--- config.mk ---
export PLATFORM = sky130hd
export DESIGN_NAME = i2c_stretch_slave
export DESIGN_NICKNAME = d
export VERILOG_FILES = /design/src/rtl/i2cs_pkg.sv /design/src/rtl/i2cs_glitch_filter.sv /design/src/rtl/i2cs_bus_cond.sv /design/src/rtl/i2cs_core.sv /design/src/rtl/i2c_stretch_slave.sv
export SDC_FILE = /design/constraint.sdc
export NUM_CORES = 1
export LEC_CHECK = 0
export ABC_AREA = 1
export BUFFER_PORTS_ARGS = -buffer_cell sky130_fd_sc_hd__buf_2
export CAP_MARGIN = 40
export CORE_MARGIN = 5
export CORE_UTILIZATION = 50
export CTS_BUF_LIST = sky130_fd_sc_hd__clkbuf_8
export CTS_CLUSTER_DIAMETER = 100
export DETAILED_ROUTE_END_ITERATION = 16
export PLACE_DENSITY_LB_ADDON = 0.1
export SETUP_SLACK_MARGIN = 0.3
export SKIP_CTS_REPAIR_TIMING = 1
export SLEW_MARGIN = 25
export SYNTH_ARGS = -nofsm -noshare
export SYNTH_HDL_FRONTEND = slang
export SYNTH_HIERARCHICAL = 1
export SYNTH_SLANG_ARGS = --single-unit
--- constraint.sdc ---
create_clock -name clk -period 2.09 [get_ports clk]
set_input_delay 0.209 -clock clk [delete_from_list [all_inputs] [get_ports clk]]
set_output_delay 0.209 -clock clk [all_outputs]
set_load 0.03 [all_outputs]
--- src/rtl/i2cs_pkg.sv ---
package i2cs_pkg;
  localparam int BYTE_W = 8;
  localparam int ADDR_W = 10;
  localparam logic [4:0] HDR10 = 5'b11110;

  typedef enum logic [1:0] {
    ST_IDLE,
    ST_ADDR,
    ST_RX,
    ST_TX
  } eng_state_t;

  typedef enum logic [1:0] {
    AK_7B,
    AK_HI,
    AK_LO,
    AK_TXH
  } addr_kind_t;
endpackage

--- src/rtl/i2cs_glitch_filter.sv ---
module i2cs_glitch_filter #(
  parameter int STABLE_CYC = 3
) (
  input  logic clk,
  input  logic rst,
  input  logic raw_i,
  output logic filt_o
);
  localparam int CW = $clog2(STABLE_CYC + 1);
  localparam logic [CW-1:0] LIM = CW'(STABLE_CYC - 1);

  logic s1_q, s2_q;
  logic [CW-1:0] cnt_q;

  always_ff @(posedge clk) begin
    if (rst) begin
      s1_q   <= 1'b1;
      s2_q   <= 1'b1;
      cnt_q  <= '0;
      filt_o <= 1'b1;
    end else begin
      s1_q <= raw_i;
      s2_q <= s1_q;
      if (s2_q != filt_o) begin
        if (cnt_q == LIM) begin
          filt_o <= s2_q;
          cnt_q  <= '0;
        end else begin
          cnt_q <= cnt_q + CW'(1);
        end
      end else begin
        cnt_q <= '0;
      end
    end
  end
endmodule

--- src/rtl/i2cs_bus_cond.sv ---
module i2cs_bus_cond (
  input  logic clk,
  input  logic rst,
  input  logic scl_f,
  input  logic sda_f,
  output logic start_p,
  output logic stop_p,
  output logic rise_p,
  output logic fall_p
);
  logic scl_prev, sda_prev;

  always_ff @(posedge clk) begin
    if (rst) begin
      scl_prev <= 1'b1;
      sda_prev <= 1'b1;
    end else begin
      scl_prev <= scl_f;
      sda_prev <= sda_f;
    end
  end

  assign start_p = scl_f & scl_prev & sda_prev & ~sda_f;
  assign stop_p  = scl_f & scl_prev & ~sda_prev & sda_f;
  assign rise_p  = scl_f & ~scl_prev;
  assign fall_p  = ~scl_f & scl_prev;
endmodule

--- src/rtl/i2cs_core.sv ---
module i2cs_core
  import i2cs_pkg::*;
(
  input  logic              clk,
  input  logic              rst,
  input  logic              scl_f,
  input  logic              sda_f,
  input  logic              start_p,
  input  logic              stop_p,
  input  logic              rise_p,
  input  logic              fall_p,
  input  logic              mode10_i,
  input  logic              stretch_rx_en_i,
  input  logic              own_wr_i,
  input  logic [ADDR_W-1:0] own_wdata_i,
  input  logic              buf_wr_i,
  input  logic [BYTE_W-1:0] buf_wdata_i,
  input  logic              buf_rd_i,
  input  logic              rel_set_i,
  output logic              scl_oe_o,
  output logic              sda_oe_o,
  output logic [BYTE_W-1:0] buf_rdata_o,
  output logic              buf_full_o,
  output logic              rel_o,
  output logic              ua_o,
  output logic              ovf_o,
  output logic              evt_o,
  output logic              xmit_o
);
  localparam int BCW = $clog2(BYTE_W + 1);
  localparam logic [BCW-1:0] BIT_LAST = BCW'(BYTE_W);

  eng_state_t        state_q;
  addr_kind_t        kind_q;
  logic [BCW-1:0]    bit_q;
  logic              nine_q, ack_q, dir_q, mack_q;
  logic              hi_ok_q, match10_q, tx_ld_q;
  logic [BYTE_W-1:0] rx_sh_q, tx_sh_q, buf_q;
  logic [ADDR_W-1:0] own_q;
  logic              bf_q, rel_q, ua_q, ovf_q, evt_q, sda_oe_q, scl_oe_q;

  logic hdr_ok, match7, bf_eff_tx, bf_eff_rx;
  assign hdr_ok    = (rx_sh_q[7:3] == HDR10) && (rx_sh_q[2:1] == own_q[9:8]);
  assign match7    = (rx_sh_q[7:1] == own_q[6:0]);
  assign bf_eff_tx = bf_q | buf_wr_i;
  assign bf_eff_rx = bf_q & ~buf_rd_i;

  always_ff @(posedge clk) begin
    if (rst) begin
      state_q   <= ST_IDLE;
      kind_q    <= AK_7B;
      bit_q     <= '0;
      nine_q    <= 1'b0;
      ack_q     <= 1'b0;
      dir_q     <= 1'b0;
      mack_q    <= 1'b0;
      hi_ok_q   <= 1'b0;
      match10_q <= 1'b0;
      tx_ld_q   <= 1'b0;
      rx_sh_q   <= '0;
      tx_sh_q   <= '0;
      buf_q     <= '0;
      own_q     <= '0;
      bf_q      <= 1'b0;
      rel_q     <= 1'b1;
      ua_q      <= 1'b0;
      ovf_q     <= 1'b0;
      evt_q     <= 1'b0;
      sda_oe_q  <= 1'b0;
      scl_oe_q  <= 1'b0;
    end else begin
      evt_q    <= 1'b0;
      scl_oe_q <= ~rel_q | ua_q;
      // host side
      if (own_wr_i) begin
        own_q <= own_wdata_i;
        ua_q  <= 1'b0;
      end
      if (buf_wr_i) begin
        buf_q <= buf_wdata_i;
        bf_q  <= 1'b1;
      end
      if (buf_rd_i) begin
        bf_q  <= 1'b0;
        ovf_q <= 1'b0;
      end
      // bus engine
      if (stop_p) begin
        state_q   <= ST_IDLE;
        hi_ok_q   <= 1'b0;
        match10_q <= 1'b0;
        sda_oe_q  <= 1'b0;
        bit_q     <= '0;
        nine_q    <= 1'b0;
      end else if (start_p) begin
        state_q  <= ST_ADDR;
        sda_oe_q <= 1'b0;
        bit_q    <= '0;
        nine_q   <= 1'b0;
      end else if (state_q != ST_IDLE) begin
        if (rise_p) begin
          if (bit_q != BIT_LAST) begin
            rx_sh_q <= {rx_sh_q[BYTE_W-2:0], sda_f};
            bit_q   <= bit_q + BCW'(1);
          end else begin
            nine_q <= 1'b1;
            mack_q <= ~sda_f;
          end
        end else if (fall_p) begin
          if (bit_q == BIT_LAST && !nine_q) begin
            // eighth falling edge: decide our ACK
            ack_q <= 1'b0;
            case (state_q)
              ST_ADDR: begin
                if (!mode10_i) begin
                  kind_q <= AK_7B;
                  dir_q  <= rx_sh_q[0];
                  ack_q  <= match7;
                  sda_oe_q <= match7;
                end else if (hi_ok_q) begin
                  hi_ok_q  <= 1'b0;
                  kind_q   <= AK_LO;
                  ack_q    <= (rx_sh_q == own_q[7:0]);
                  sda_oe_q <= (rx_sh_q == own_q[7:0]);
                end else if (hdr_ok && !rx_sh_q[0]) begin
                  kind_q   <= AK_HI;
                  ack_q    <= 1'b1;
                  sda_oe_q <= 1'b1;
                end else if (hdr_ok && match10_q) begin
                  kind_q   <= AK_TXH;
                  ack_q    <= 1'b1;
                  sda_oe_q <= 1'b1;
                end
              end
              ST_RX: begin
                if (bf_eff_rx) begin
                  ovf_q <= 1'b1;
                end else begin
                  buf_q    <= rx_sh_q;
                  bf_q     <= 1'b1;
                  ack_q    <= 1'b1;
                  sda_oe_q <= 1'b1;
                end
              end
              default: sda_oe_q <= 1'b0;
            endcase
          end else if (bit_q == BIT_LAST && nine_q) begin
            // end of the ninth clock: hold rules
            bit_q    <= '0;
            nine_q   <= 1'b0;
            sda_oe_q <= 1'b0;
            tx_ld_q  <= 1'b0;
            case (state_q)
              ST_ADDR: begin
                if (ack_q) begin
                  evt_q <= 1'b1;
                  case (kind_q)
                    AK_7B: begin
                      if (dir_q) begin
                        state_q <= ST_TX;
                        if (!bf_eff_tx) rel_q <= 1'b0;
                      end else begin
                        state_q <= ST_RX;
                      end
                    end
                    AK_HI: begin
                      ua_q    <= 1'b1;
                      hi_ok_q <= 1'b1;
                    end
                    AK_LO: begin
                      ua_q      <= 1'b1;
                      match10_q <= 1'b1;
                      state_q   <= ST_RX;
                    end
                    default: begin
                      state_q <= ST_TX;
                      if (!bf_eff_tx) rel_q <= 1'b0;
                    end
                  endcase
                end else begin
                  state_q <= ST_IDLE;
                end
              end
              ST_RX: begin
                if (ack_q) begin
                  evt_q <= 1'b1;
                  if (stretch_rx_en_i && bf_eff_rx) rel_q <= 1'b0;
                end else begin
                  state_q <= ST_IDLE;
                end
              end
              default: begin
                evt_q <= 1'b1;
                if (mack_q) begin
                  if (!bf_eff_tx) rel_q <= 1'b0;
                end else begin
                  state_q <= ST_IDLE;
                end
              end
            endcase
          end else if (state_q == ST_TX && bit_q != '0) begin
            tx_sh_q  <= {tx_sh_q[BYTE_W-2:0], 1'b0};
            sda_oe_q <= ~tx_sh_q[BYTE_W-2];
          end
        end else if (state_q == ST_TX && bit_q == '0 && !tx_ld_q && rel_q) begin
          tx_sh_q  <= buf_q;
          bf_q     <= 1'b0;
          sda_oe_q <= ~buf_q[BYTE_W-1];
          tx_ld_q  <= 1'b1;
        end
      end
      if (rel_set_i) rel_q <= 1'b1;
    end
  end

  assign scl_oe_o    = scl_oe_q;
  assign sda_oe_o    = sda_oe_q;
  assign buf_rdata_o = buf_q;
  assign buf_full_o  = bf_q;
  assign rel_o       = rel_q;
  assign ua_o        = ua_q;
  assign ovf_o       = ovf_q;
  assign evt_o       = evt_q;
  assign xmit_o      = (state_q == ST_TX);


  rel_set_chk: assert property (@(posedge clk) disable iff (rst) rel_set_i |=> rel_q);

  ua_keeps_rel_chk: assert property (@(posedge clk) disable iff (rst) $rose(ua_q) |-> $stable(rel_q));

  ua_release_chk: assert property (@(posedge clk) disable iff (rst) (own_wr_i && !fall_p) |=> !ua_q);

  ovf_keeps_buf_chk: assert property (@(posedge clk) disable iff (rst) ($rose(ovf_q) && !$past(buf_wr_i)) |-> $stable(buf_q));

  evt_single_chk: assert property (@(posedge clk) disable iff (rst) evt_q |=> !evt_q);

  sda_when_addressed_chk: assert property (@(posedge clk) disable iff (rst) $rose(sda_oe_q) |-> state_q != ST_IDLE);

  hold_on_low_chk: assert property (@(posedge clk) disable iff (rst) $rose(scl_oe_q) |-> !scl_f);
endmodule

--- src/rtl/i2c_stretch_slave.sv ---
module i2c_stretch_slave
  import i2cs_pkg::*;
#(
  parameter int FILT_CYC = 3
) (
  input  logic              clk,
  input  logic              rst,
  input  logic              scl_i,
  input  logic              sda_i,
  output logic              scl_oe,
  output logic              sda_oe,
  input  logic              mode10,
  input  logic              stretch_rx_en,
  input  logic              own_wr,
  input  logic [ADDR_W-1:0] own_wdata,
  input  logic              buf_wr,
  input  logic [BYTE_W-1:0] buf_wdata,
  input  logic              buf_rd,
  output logic [BYTE_W-1:0] buf_rdata,
  output logic              buf_full,
  input  logic              rel_set,
  output logic              rel,
  output logic              upd_addr,
  output logic              overflow,
  output logic              event_p,
  output logic              xmit
);
  localparam int NLINES = 2;

  logic [NLINES-1:0] raw_v, filt_v;
  logic start_p, stop_p, rise_p, fall_p;

  assign raw_v = {sda_i, scl_i};

  for (genvar g = 0; g < NLINES; g++) begin : g_filt
    i2cs_glitch_filter #(.STABLE_CYC(FILT_CYC)) i_filt (
      .clk    (clk),
      .rst    (rst),
      .raw_i  (raw_v[g]),
      .filt_o (filt_v[g])
    );
  end

  i2cs_bus_cond i_cond (
    .clk     (clk),
    .rst     (rst),
    .scl_f   (filt_v[0]),
    .sda_f   (filt_v[1]),
    .start_p (start_p),
    .stop_p  (stop_p),
    .rise_p  (rise_p),
    .fall_p  (fall_p)
  );

  i2cs_core i_core (
    .clk             (clk),
    .rst             (rst),
    .scl_f           (filt_v[0]),
    .sda_f           (filt_v[1]),
    .start_p         (start_p),
    .stop_p          (stop_p),
    .rise_p          (rise_p),
    .fall_p          (fall_p),
    .mode10_i        (mode10),
    .stretch_rx_en_i (stretch_rx_en),
    .own_wr_i        (own_wr),
    .own_wdata_i     (own_wdata),
    .buf_wr_i        (buf_wr),
    .buf_wdata_i     (buf_wdata),
    .buf_rd_i        (buf_rd),
    .rel_set_i       (rel_set),
    .scl_oe_o        (scl_oe),
    .sda_oe_o        (sda_oe),
    .buf_rdata_o     (buf_rdata),
    .buf_full_o      (buf_full),
    .rel_o           (rel),
    .ua_o            (upd_addr),
    .ovf_o           (overflow),
    .evt_o           (event_p),
    .xmit_o          (xmit)
  );
endmodule

==> implementation parameters, run 1 <==
Parameter                              Value

Floorplan
  Initial core utilization ... 50.4%
  Area enclosed by the die boundary ... 8480 µm²
  Die span in y ... 92.1 µm
  Io pins ... 44
  Floorplan Core Area ... around 6700 µm²
  Die span in x ... 92.1 µm
  Standard-cell rows ... 30

Clocking
  Clock root buffer ... sky130_fd_sc_hd__clkbuf_8
  TritonCTS clock tree ... yes
  Clock-pin slew reported for the worst setup and hold paths after clock tree synthesis ... 70 ps
  Sinks on the clock net ... 67
  Clk Latency, worst-skew pair ... 340 ps
  Cts bufs inserted ... 9
  Number of H-tree branching levels ... 3
  Buffer levels on the longest clock path ... 2

Synth
  Unique masters post-synth ... 37
  Most common flop cell mapped by yosys ... sky130_fd_sc_hd__dfxtp_1
  Synth area leaders ... sky130_fd_sc_hd__dfxtp_1 40%, sky130_fd_sc_hd__nand2_1 11%, sky130_fd_sc_hd__a21oi_1 6.8%, sky130_fd_sc_hd__inv_1 6.6%, sky130_fd_sc_hd__o21ai_0 5.5%
  Simple-gate share of the synthesized area ... 24.8%
  Post-synthesis share of cell area spent on xor and xnor gates ... 1.04%
  Post-Syn Instances ... 466
  Leading area contributor after synthesis ... sky130_fd_sc_hd__dfxtp_1
  Average instance area after synthesis ... 7.23 µm²
  Cell Area, Synth ... 3370 µm²
  Dominant combinational cell family by area after synthesis ... simple AND/OR/NAND/NOR gates
  Area share of the leading cell type in the synthesized netlist ... between 30% and 40%
  Multiplexer area fraction after synthesis ... ~2.3%
  Sequential cell area fraction in the yosys report ... approximately two fifths
  Synth warnings ... 6
  Count of flip-flops with a built-in enable after synthesis ... 0
  Fraction of the mapped netlist area in adder cells ... 4.09%
  Post-synthesis compound-gate area fraction ... 18.2%
  Number of storage elements in the synthesis netlist ... between 60 and 70
  Net count after synthesis ... 505
  Share of flip-flops with an asynchronous set or reset ... 0%

Setup path
  Kind of end point of the critical path ... register
  Startpoint type of the worst setup path ... register
  Slack of the worst reg-to-reg path ... 340 ps
  Critical path origin ... i_core/bit_q[1]
  Worst EP required ... 2320 ps
  Endpoint of the worst setup timing path ... i_core/rel_o
  Critical Setup Path Class ... register to register
  Worst Path Max Fanout ... 5
  Worst Path Arrival ... 1980 ps
  Capturing point of the worst reg2reg path ... i_core/rel_o
  Source of the worst register-to-register timing path ... i_core/bit_q[1]
  Reg2Reg Depth ... 10

Outcome
  Outcome ... complete, no violations

Global route
  GRT Resource Usage Total ... 19.6%
  Number of global-route vias before repair ... 2807
  Initial antenna violation count ... 0
  Maximum number of pins on one net before global-route repair ... 22
  Leftover overflow at the end of global routing ... 0
  First-pass GRT wire length ... between 10000 and 15000 µm

Final layout
  # nets final ... 568
  Leading cell type in the layout, fill and taps excluded ... sky130_fd_sc_hd__nand2_1
  Commonest cells after routing, fill and taps aside ... 94 x sky130_fd_sc_hd__nand2_1, 59 x sky130_fd_sc_hd__inv_1, 59 x sky130_fd_sc_hd__dfxtp_1, 46 x sky130_fd_sc_hd__a21oi_1, 43 x sky130_fd_sc_hd__buf_2
  Area growth, synth to finish ... 22.2%
  Share of layout cells above drive strength 1 ... 26.8%
  Number of antenna repair diodes ... 0

Drt
  Count of TritonRoute iterations in the first routing pass ... 5
  Final routed wire length divided by cell count ... 12.9 µm
  DR iter-0 viols ... 165
  Residual antenna-violating net count after detailed routing ... 0
  Number of vias in the routed layout ... 3147
  Drt total wl ... 7940 µm
  Number of remaining DRC errors ... 0
  Drt via density ... between 5 and 6

STA
  Final worst clock skew ... 7.11 ps
  Number of hold violations in the final report ... 0
  Min Clock Period, post-route ... roughly 1700 ps
  Tightest Pin Transition ... 564 ps
  Upper clock frequency limit ... 0.572 GHz
  Ratio of final minimum period to clock period ... 83.7%
  Final setup violation count ... 0
  Final slew viol count ... 0
  RSZ-0062 raised after global routing ... yes
  Setup ws final ... 340 ps
  Sum of negative setup slack ... 0 ps
  Relative max-transition margin ... just over 60%

Power and ir drop
  Leak ... between 1.5 and 2 nW
  Ratio of total power to cell area ... 634 nW/µm²
  Worst supply voltage drop on vdd ... 0.000351 V

Place
  Post-placement setup slack ... 202 ps
  Placer congestion estimate ... 0.909
  Count of buffers inserted at the top-level ports ... 43
  Post-detail-place hpwl ... 5890 µm

Run
  MaxCap Viol Count ... 0

Hold path
  Worst hold start ... scl_i
  Path type of the worst min-delay path ... input pin to register
[how the worst min path moves through the flow]
stage	endpoint	slack [ps]	cells past startpoint
floorplan	i_core/rel_o	300	1
global placement	g_filt[1].i_filt/s2_q	390	1
detailed placement	g_filt[0].i_filt/s1_q	390	2
CTS	g_filt[0].i_filt/s1_q	20	2
global route	g_filt[0].i_filt/s1_q	20	2
finish	g_filt[0].i_filt/s1_q	40	2
[sequential cells by signal, summed over array words and instances (netlist names), 2 cells and up]
name	count
i_core/kind_q	2
i_core/tx_sh_q	7
g_filt.i_filt/cnt_q	4
i_core/state_q	2
i_core/rx_sh_q	8
i_core/bit_q	4
g_filt.i_filt/s2_q	2
g_filt.i_filt/filt_o	2
g_filt.i_filt/s1_q	2
i_core/buf_rdata_o	8
i_core/own_q	10
[worst max-delay path, stage by stage (launching register included)]
cell,delay [ps]
sky130_fd_sc_hd__dfxtp_2,350
sky130_fd_sc_hd__inv_2,60
sky130_fd_sc_hd__ha_4,170
sky130_fd_sc_hd__nand3_4,90
sky130_fd_sc_hd__buf_4,120
sky130_fd_sc_hd__nand2_1,80
sky130_fd_sc_hd__nand2_2,100
sky130_fd_sc_hd__nand2_4,70
sky130_fd_sc_hd__nor2_4,190
sky130_fd_sc_hd__nand3_2,110
sky130_fd_sc_hd__a211o_1,310
[cells by family (layout without fill, tap and decap cells)]
kind of cell             Yosys count  after routing
AO/OA/AOI/OAI                    113            113
XOR/XNOR                           4              4
multiplexers                       7              7
flip-flops                        67             67
adder cells (fa/ha/maj)           11             11
buffers and inverters             82            150
AND/OR/NAND/NOR                  182            182
[power breakdown]
group          switching, mW  leakage, nW  internal, mW
registers             0.0188        0.548          1.30
clock network          0.484        0.108         0.610
logic                  0.116         1.21        0.0790
total                  0.618         1.86          1.99
[cells in the mapped netlist, types with 2 or more instances]
cell type,count
sky130_fd_sc_hd__nand2_1,97
sky130_fd_sc_hd__dfxtp_1,67
sky130_fd_sc_hd__inv_1,59
sky130_fd_sc_hd__a21oi_1,46
sky130_fd_sc_hd__nor2_1,38
sky130_fd_sc_hd__o21ai_0,37
sky130_fd_sc_hd__ha_1,11
sky130_fd_sc_hd__nand3_1,10
sky130_fd_sc_hd__nor3_1,10
sky130_fd_sc_hd__clkbuf_1,9
sky130_fd_sc_hd__inv_2,9
sky130_fd_sc_hd__o21ai_1,9
sky130_fd_sc_hd__a31oi_1,8
sky130_fd_sc_hd__mux2_2,7
sky130_fd_sc_hd__a211oi_1,4
sky130_fd_sc_hd__nand2_2,4
sky130_fd_sc_hd__or2_1,4
sky130_fd_sc_hd__a21oi_2,3
sky130_fd_sc_hd__nand3_2,3
sky130_fd_sc_hd__nand4_1,3
sky130_fd_sc_hd__nor2_2,3
sky130_fd_sc_hd__buf_2,2
sky130_fd_sc_hd__buf_6,2
sky130_fd_sc_hd__nor2_4,2
sky130_fd_sc_hd__nor3_2,2
sky130_fd_sc_hd__nor3b_1,2
sky130_fd_sc_hd__o211ai_1,2
sky130_fd_sc_hd__o22ai_1,2
sky130_fd_sc_hd__xnor2_1,2
sky130_fd_sc_hd__xor2_1,2
[area by class of cell]
type | count | area, µm²
sequential | 67 | 1360
tap | 80 | 100
clock buffer | 11 | 151
inverter | 69 | 267
timing repair buffer | 65 | 393
fill | 637 | 2570
clock inverter | 5 | 53.8
multi-input combinational | 317 | 1790
[through the flow]
stage	total power [mW]	utilization, %	cells	hold WS (ps)	area, µm²
finish	2.61	61.6	614	37.6	4110
detailed placement	1.55	55.0	584	390	3680
CTS	2.65	58.1	600	22.8	3880
global route	2.75	61.6	614	19.8	4110
floorplan	1.48	-	466	303	3370
global placement	1.54	55.0	584	385	3680
[per-layer routing]
layer	part of all wire [%]	up-vias	GRT usage [%]	wire, µm
li1	-	1648	-	-
met1	47	1408	26.4	3770
met2	45	79	29.7	3580
met3	5.3	12	4.10	417
met4	2.2	0	9.28	177
met5	0	-	0	0
Note: power is estimated with default switching activity, not from simulation.
==> run 2: changes to the inputs <==
==> constraint.sdc (replaced) <==
create_clock -name clk -period 1.6 [get_ports clk]
set_input_delay 0.16 -clock clk [delete_from_list [all_inputs] [get_ports clk]]
set_output_delay 0.16 -clock clk [all_outputs]
set_load 0.03 [all_outputs]
==> implementation parameters, run 2 (same netlist as run 1, synthesis figures left out) <==
Parameter                              Value

Place
  Placer congestion estimate ... 0.921 (+1.3%)
  Number of cells after detailed placement ... 602 (+3.1%)
  Post-detail-place hpwl ... 6140 µm (+4.2%)
  Count of buffers inserted at the top-level ports ... 43 (unchanged)
  Post-placement setup slack ... -37.0 ps (-239 ps)

Drt
  Drt total wl ... 8620 µm (+8.5%)
  DR iter-0 viols ... 174 (+5.5%)
  Drt via density ... 5.17 (+0.90%)
  Number of vias in the routed layout ... 3253 (+3.4%)
  Number of remaining DRC errors ... 0 (unchanged)
  Count of TritonRoute iterations in the first routing pass ... 5 (unchanged)
  Final routed wire length divided by cell count ... 13.7 µm (+5.9%)
  Residual antenna-violating net count after detailed routing ... 0 (unchanged)

Global route
  Number of global-route vias before repair ... 2900 (+3.3%)
  Leftover overflow at the end of global routing ... 0 (unchanged)
  First-pass GRT wire length ... 13700 µm (+3.4%)
  Global routing usage on met2 ... 31.4% (+1.7 points)
  Initial antenna violation count ... 0 (unchanged)
  Maximum number of pins on one net before global-route repair ... 22 (unchanged)
  GRT Resource Usage Total ... 20.2% (+0.63 points)
  Most used routing layer ... met2
  Met1 routing resource usage after global routing ... 27.4% (+0.95 points)
  Global routing usage on met3 ... 3.86% (-0.25 points)

STA
  Final slew viol count ... 0 (unchanged)
  Ratio of final minimum period to clock period ... 105% (+21 points)
  Number of hold violations in the final report ... 1 (+1)
  Final setup violation count ... 7 (+7)
  Tightest Pin Transition ... 563 ps (-0.523 ps)
  Sum of negative setup slack ... -243 ps (-243 ps)
  Min Clock Period, post-route ... 1680 ps (-67.0 ps)
  Setup ws final ... -82.6 ps (-423 ps)
  Relative max-transition margin ... 62.4% (about the same)
  Min Hold Slack ... -8.30 ps (-45.9 ps)
  RSZ-0062 raised after global routing ... yes
  Upper clock frequency limit ... 0.594 GHz (+4.0%)
  Final worst clock skew ... 8.93 ps (+1.81 ps)

Final layout
  Commonest cells after routing, fill and taps aside ... 88 x sky130_fd_sc_hd__nand2_1, 48 x sky130_fd_sc_hd__inv_1, 46 x sky130_fd_sc_hd__dfxtp_1, 43 x sky130_fd_sc_hd__a21oi_1, 43 x sky130_fd_sc_hd__buf_2
  Leading cell type in the layout, fill and taps excluded ... sky130_fd_sc_hd__nand2_1
  Max FFs per register ... 10 (unchanged)
  Share of layout cells above drive strength 1 ... 37.5% (+11 points)
  # nets final ... 585 (+3.0%)
  Count of filler cells inserted in the layout ... 569 (-11%)
  Area growth, synth to finish ... 30.9%
  Post-route insts no fill ... 629 (+2.4%)
  Post-route core utilization ... 66.0% (+4.4 points)
  Reg with most FFs ... i_core/own_q
  Number of antenna repair diodes ... 0 (unchanged)

Floorplan
  Die span in x ... 92.1 µm (unchanged)
  Area enclosed by the die boundary ... 8480 µm² (unchanged)
  Floorplan Core Area ... 6680 µm² (unchanged)
  Standard-cell rows ... 30 (unchanged)
  Io pins ... 44 (unchanged)
  Die span in y ... 92.1 µm (unchanged)
  Initial core utilization ... 50.4% (unchanged)

Clocking
  TritonCTS clock tree ... yes
  Buffer levels on the longest clock path ... 2 (unchanged)
  Clk Latency, worst-skew pair ... 350 ps (about the same)
  Number of H-tree branching levels ... 3 (unchanged)
  Sinks on the clock net ... 67 (unchanged)
  Clock-pin slew reported for the worst setup and hold paths after clock tree synthesis ... 70 ps (about the same)
  Cts bufs inserted ... 9 (unchanged)
  Clock root buffer ... sky130_fd_sc_hd__clkbuf_8

Hold path
  Path type of the worst min-delay path ... input pin to register

Power and ir drop
  Leak ... 1.97 nW (+5.9%)
  Worst supply voltage drop on vdd ... 0.000476 V (+36%)
  Ratio of total power to cell area ... 760 nW/µm² (+20%)

Setup path
  Kind of end point of the critical path ... register
  Critical Setup Path Class ... register to register
  Startpoint type of the worst setup path ... register
  Worst Path Max Fanout ... 5 (unchanged)
  Worst EP required ... 1840 ps (-480 ps)
  Worst Path Arrival ... 1920 ps (-60 ps)

Run
  MaxCap Viol Count ... 0 (unchanged)

Outcome
  Violated checks ... hold timing, setup timing
  Outcome ... finished with violations
## run 2: changes by cell type in the layout (fill, tap and decap cells not counted), sizes merged
cell / delta
buf: +15
clkbuf: -1
clkinv: +2
clkinvlp: -1
dlygate4sd3: +1
inv: -1
## run 2: stage by stage
step                instance area (µm²)  power, mW
finish                             4410       3.35
detailed placement                 3890       2.02
CTS                                4070       3.39
global route                       4410       3.50
global placement                   3890       2.02
floorplan                          3440       1.93
## run 2: where the power goes
group | internal, mW | switching [mW] | total [mW]
registers | 1.69 | 0.0246 | 1.72
logic | 0.111 | 0.161 | 0.272
clock network | 0.734 | 0.630 | 1.36
total | 2.54 | 0.815 | 3.35
## run 2: area by class of cell
class                           instances  area, µm²  share of cell area (%)
Multi-Input combinational cell        317       1930                    43.8
Sequential cell                        67       1390                    31.6
Timing Repair Buffer                   81        527                    12.0
Inverter                               69        272                    6.16
Clock buffer                           10        138                    3.12
Tap cell                               80        100                    2.27
Clock inverter                          4       43.8                   0.993
Timing Repair inverter                  1       5.00                   0.114
## run 2: worst max-delay path, stage by stage, from the launching register on
cell                      delay, ps
sky130_fd_sc_hd__dfxtp_2        330
sky130_fd_sc_hd__inv_2           70
sky130_fd_sc_hd__ha_4           150
sky130_fd_sc_hd__nand3_4        110
sky130_fd_sc_hd__inv_4           80
sky130_fd_sc_hd__nand2_2         40
sky130_fd_sc_hd__inv_2           70
sky130_fd_sc_hd__nand2_2         50
sky130_fd_sc_hd__nand2_2         70
sky130_fd_sc_hd__nand2_4         60
sky130_fd_sc_hd__nor2_4         170
sky130_fd_sc_hd__nand3_2        100
sky130_fd_sc_hd__a211o_1        270
## run 2: metal layers
| layer | routed length, µm | vias to the layer above | part of all wire, % |
|---|---|---|---|
| li1 | - | 1679 | - |
| met2 | 4100 | 82 | 48 |
| met1 | 3930 | 1477 | 46 |
| met5 | 0 | - | 0 |
| met3 | 404 | 15 | 4.7 |
| met4 | 180 | 0 | 2.1 |
## run 2: worst paths after layout
path	to	slack, ps	from	cells past startpoint
setup / recovery	i_core/rel_o	-80	i_core/bit_q[1]	12
hold reg to reg	g_filt[0].i_filt/s2_q	400	g_filt[0].i_filt/s1_q	1
setup reg to reg	i_core/rel_o	-80	i_core/bit_q[1]	12
hold / removal	g_filt[1].i_filt/s1_q	-8	sda_i	2
==> run 3: changes to the inputs <==
--- a/config.mk
+++ b/config.mk
@@ -8,6 +8,7 @@
 export ABC_AREA = 1
 export BUFFER_PORTS_ARGS = -buffer_cell sky130_fd_sc_hd__buf_2
 export CAP_MARGIN = 40
+export CORE_ASPECT_RATIO = 0.75
 export CORE_MARGIN = 5
 export CORE_UTILIZATION = 50
 export CTS_BUF_LIST = sky130_fd_sc_hd__clkbuf_8
==> implementation parameters, run 3 (same netlist as run 1, synthesis figures left out) <==
Parameter                              Value

Place
  Post-detail-place hpwl ... 6390 µm (+4.0%)
  Post-placement setup slack ... -54.1 ps (-17.1 ps)
  Placed Instance Area ... 3900 µm² (+0.23%)
  Placer congestion estimate ... 0.890 (-3.4%)
  Count of buffers inserted at the top-level ports ... 43 (unchanged)
  Number of cells after detailed placement ... 604 (+0.33%)

STA
  Min Clock Period, post-route ... 1690 ps (+5.64 ps)
  Number of hold violations in the final report ... 0 (-1)
  Final slew viol count ... 0 (unchanged)
  Final worst clock skew ... 7.83 ps (-1.10 ps)
  Relative max-transition margin ... 63.6% (+1.2 points)
  Tightest Pin Transition ... 545 ps (-18.6 ps)
  Ratio of final minimum period to clock period ... 106% (+0.35 points)
  Final setup violation count ... 6 (-1)
  Sum of negative setup slack ... -198 ps (+45.8 ps)
  Upper clock frequency limit ... 0.592 GHz (-0.33%)
  RSZ-0062 raised after global routing ... yes
  Min Hold Slack ... 60.7 ps (+69.0 ps)
  Setup ws final ... -88.3 ps (-5.64 ps)

Drt
  Drt total wl ... 9130 µm (+5.9%)
  Drt via density ... 5.20 (+0.54%)
  Count of TritonRoute iterations in the first routing pass ... 5 (unchanged)
  Residual antenna-violating net count after detailed routing ... 0 (unchanged)
  DR iter-0 viols ... 204 (+17%)
  Number of vias in the routed layout ... 3333 (+2.5%)
  Final routed wire length divided by cell count ... 14.2 µm (+3.9%)
  Number of remaining DRC errors ... 0 (unchanged)

Power and ir drop
  Worst supply voltage drop on vdd ... 0.000493 V (+3.6%)
  Part of the power in the clock network ... 44.6% (+3.9 points)
  Combinational fraction of design power ... 7.9% (-0.2 points)
  Proportion of total power due to net switching ... 24.5% (+0.21 points)
  Ratio of total power to cell area ... 788 nW/µm² (+3.7%)
  Share of power burned in registers ... 47.5% (-3.7 points)
  Design internal power ... 2.73 mW (+7.7%)
  Leak ... 2.04 nW (+3.5%)
  Switching Power ... 0.888 mW (+8.9%)
  Post-route total power ... 3.62 mW (+8.0%)

Final layout
  Leading cell type in the layout, fill and taps excluded ... sky130_fd_sc_hd__nand2_1
  Share of layout cells above drive strength 1 ... 40.4% (+2.8 points)
  Area growth, synth to finish ... 36.3%
  Count of filler cells inserted in the layout ... 548 (-3.7%)
  Final cell area excluding filler cells ... 4590 µm² (+4.1%)
  # nets final ... 594 (+1.5%)
  Sequential cell area ... 1390 µm² (-0.45%)
  Max FFs per register ... 10 (unchanged)
  Area of the multi-input gates ... 1950 µm² (+1.1%)
  Commonest cells after routing, fill and taps aside ... 84 x sky130_fd_sc_hd__nand2_1, 47 x sky130_fd_sc_hd__dfxtp_1, 42 x sky130_fd_sc_hd__a21oi_1, 42 x sky130_fd_sc_hd__buf_2, 41 x sky130_fd_sc_hd__inv_1
  Reg with most FFs ... i_core/own_q
  Post-route insts no fill ... 641 (+1.9%)
  Number of antenna repair diodes ... 0 (unchanged)
  Post-route core utilization ... 71.6% (+5.6 points)

Setup path
  Source of the worst register-to-register timing path ... i_core/kind_q[0]
  Critical-path top delay cell ... sky130_fd_sc_hd__a221oi_1
  Startpoint type of the worst setup path ... register
  Crit path buf inv count ... 1 (-2)
  Crit path max-delay family ... compound AO/OA/AOI/OAI gates
  Worst Path Arrival ... 1930 ps (about the same)
  Crit path largest cell delay ... 390 ps (+60 ps)
  Critical path origin ... i_core/kind_q[0]
  Worst EP required ... 1850 ps (about the same)
  Critical Setup Path Class ... register to register
  Worst Path Max Fanout ... 3 (-2)
  Cell-by-cell trace of the critical path ... inv_1 -> ha_1 -> a221oi_1 -> nand3_2 -> a211o_1
  Slack of the worst reg-to-reg path ... -90 ps (about the same)
  Kind of end point of the critical path ... register

Global route
  Maximum number of pins on one net before global-route repair ... 36 (+64%)
  First-pass GRT wire length ... 14000 µm (+2.4%)
  Initial antenna violation count ... 0 (unchanged)
  Leftover overflow at the end of global routing ... 0 (unchanged)
  GRT Resource Usage Total ... 20.8% (+0.56 points)
  Number of global-route vias before repair ... 2946 (+1.6%)

Floorplan
  Die span in y ... 81.1 µm (-12%)
  Die span in x ... 105 µm (+14%)
  Io pins ... 44 (unchanged)
  Floorplan Core Area ... 6410 µm² (-4.0%)
  Area enclosed by the die boundary ... 8490 µm² (+0.20%)
  Standard-cell rows ... 25 (-17%)
  Initial core utilization ... 52.5% (+2.1 points)

Hold path
  Worst hold start ... rst
  Path type of the worst min-delay path ... input pin to register

Run
  MaxCap Viol Count ... 0 (unchanged)

Clocking
  Clk Latency, worst-skew pair ... 360 ps (about the same)
  Number of H-tree branching levels ... 3 (unchanged)
  TritonCTS clock tree ... yes
  Cts bufs inserted ... 9 (unchanged)
  Buffer levels on the longest clock path ... 2 (unchanged)
  Clock-pin slew reported for the worst setup and hold paths after clock tree synthesis ... 80 ps (about the same)
  Sinks on the clock net ... 67 (unchanged)
  Clock root buffer ... sky130_fd_sc_hd__clkbuf_8

Outcome
  Outcome ... finished with violations
  Violated checks ... setup timing
-- run 3: cell types whose count changed in the layout (fill, tap and decap cells not counted), moves of 3 or more --
cell                      before  now
sky130_fd_sc_hd__inv_1        48   41
sky130_fd_sc_hd__buf_6         3    8
sky130_fd_sc_hd__inv_4         3    7
sky130_fd_sc_hd__nand2_1      88   84
sky130_fd_sc_hd__inv_2        18   21
-- run 3: path summary, 6_finish.rpt --
check	to	cells after the start
max	i_core/rel_o	5
min	i_core/ua_o	2
min reg2reg	g_filt[1].i_filt/s2_q	1
max reg2reg	i_core/rel_o	5
-- run 3: power by group through the flow --
stage | Combinational (mW) | Clock [mW] | Sequential (mW)
final | 0.287 | 1.61 | 1.72
after global routing | 0.322 | 1.73 | 1.72
after CTS | 0.259 | 1.65 | 1.73
after global placement | 0.254 | 0 | 1.77
after floorplan | 0.146 | 0 | 1.79
after detailed placement | 0.258 | 0 | 1.77
-- run 3: cell type report --
class,instances,share of cell area [%]
tap,81,2.21
inverter,69,6.08
clock inverter,6,1.94
timing repair inverter,1,0.136
multi-input combinational,317,42.5
clock buffer,10,3.00
sequential,67,30.2
timing repair buffer,90,13.9
-- run 3: layer usage --
layer  up-vias  share of wire (%)  track usage [%]
met5         -                  0                0
met4         0                1.4             6.64
met3        14                6.9             6.27
met2        88                 45             30.7
met1      1531                 47             29.0
li1       1700                  -                -
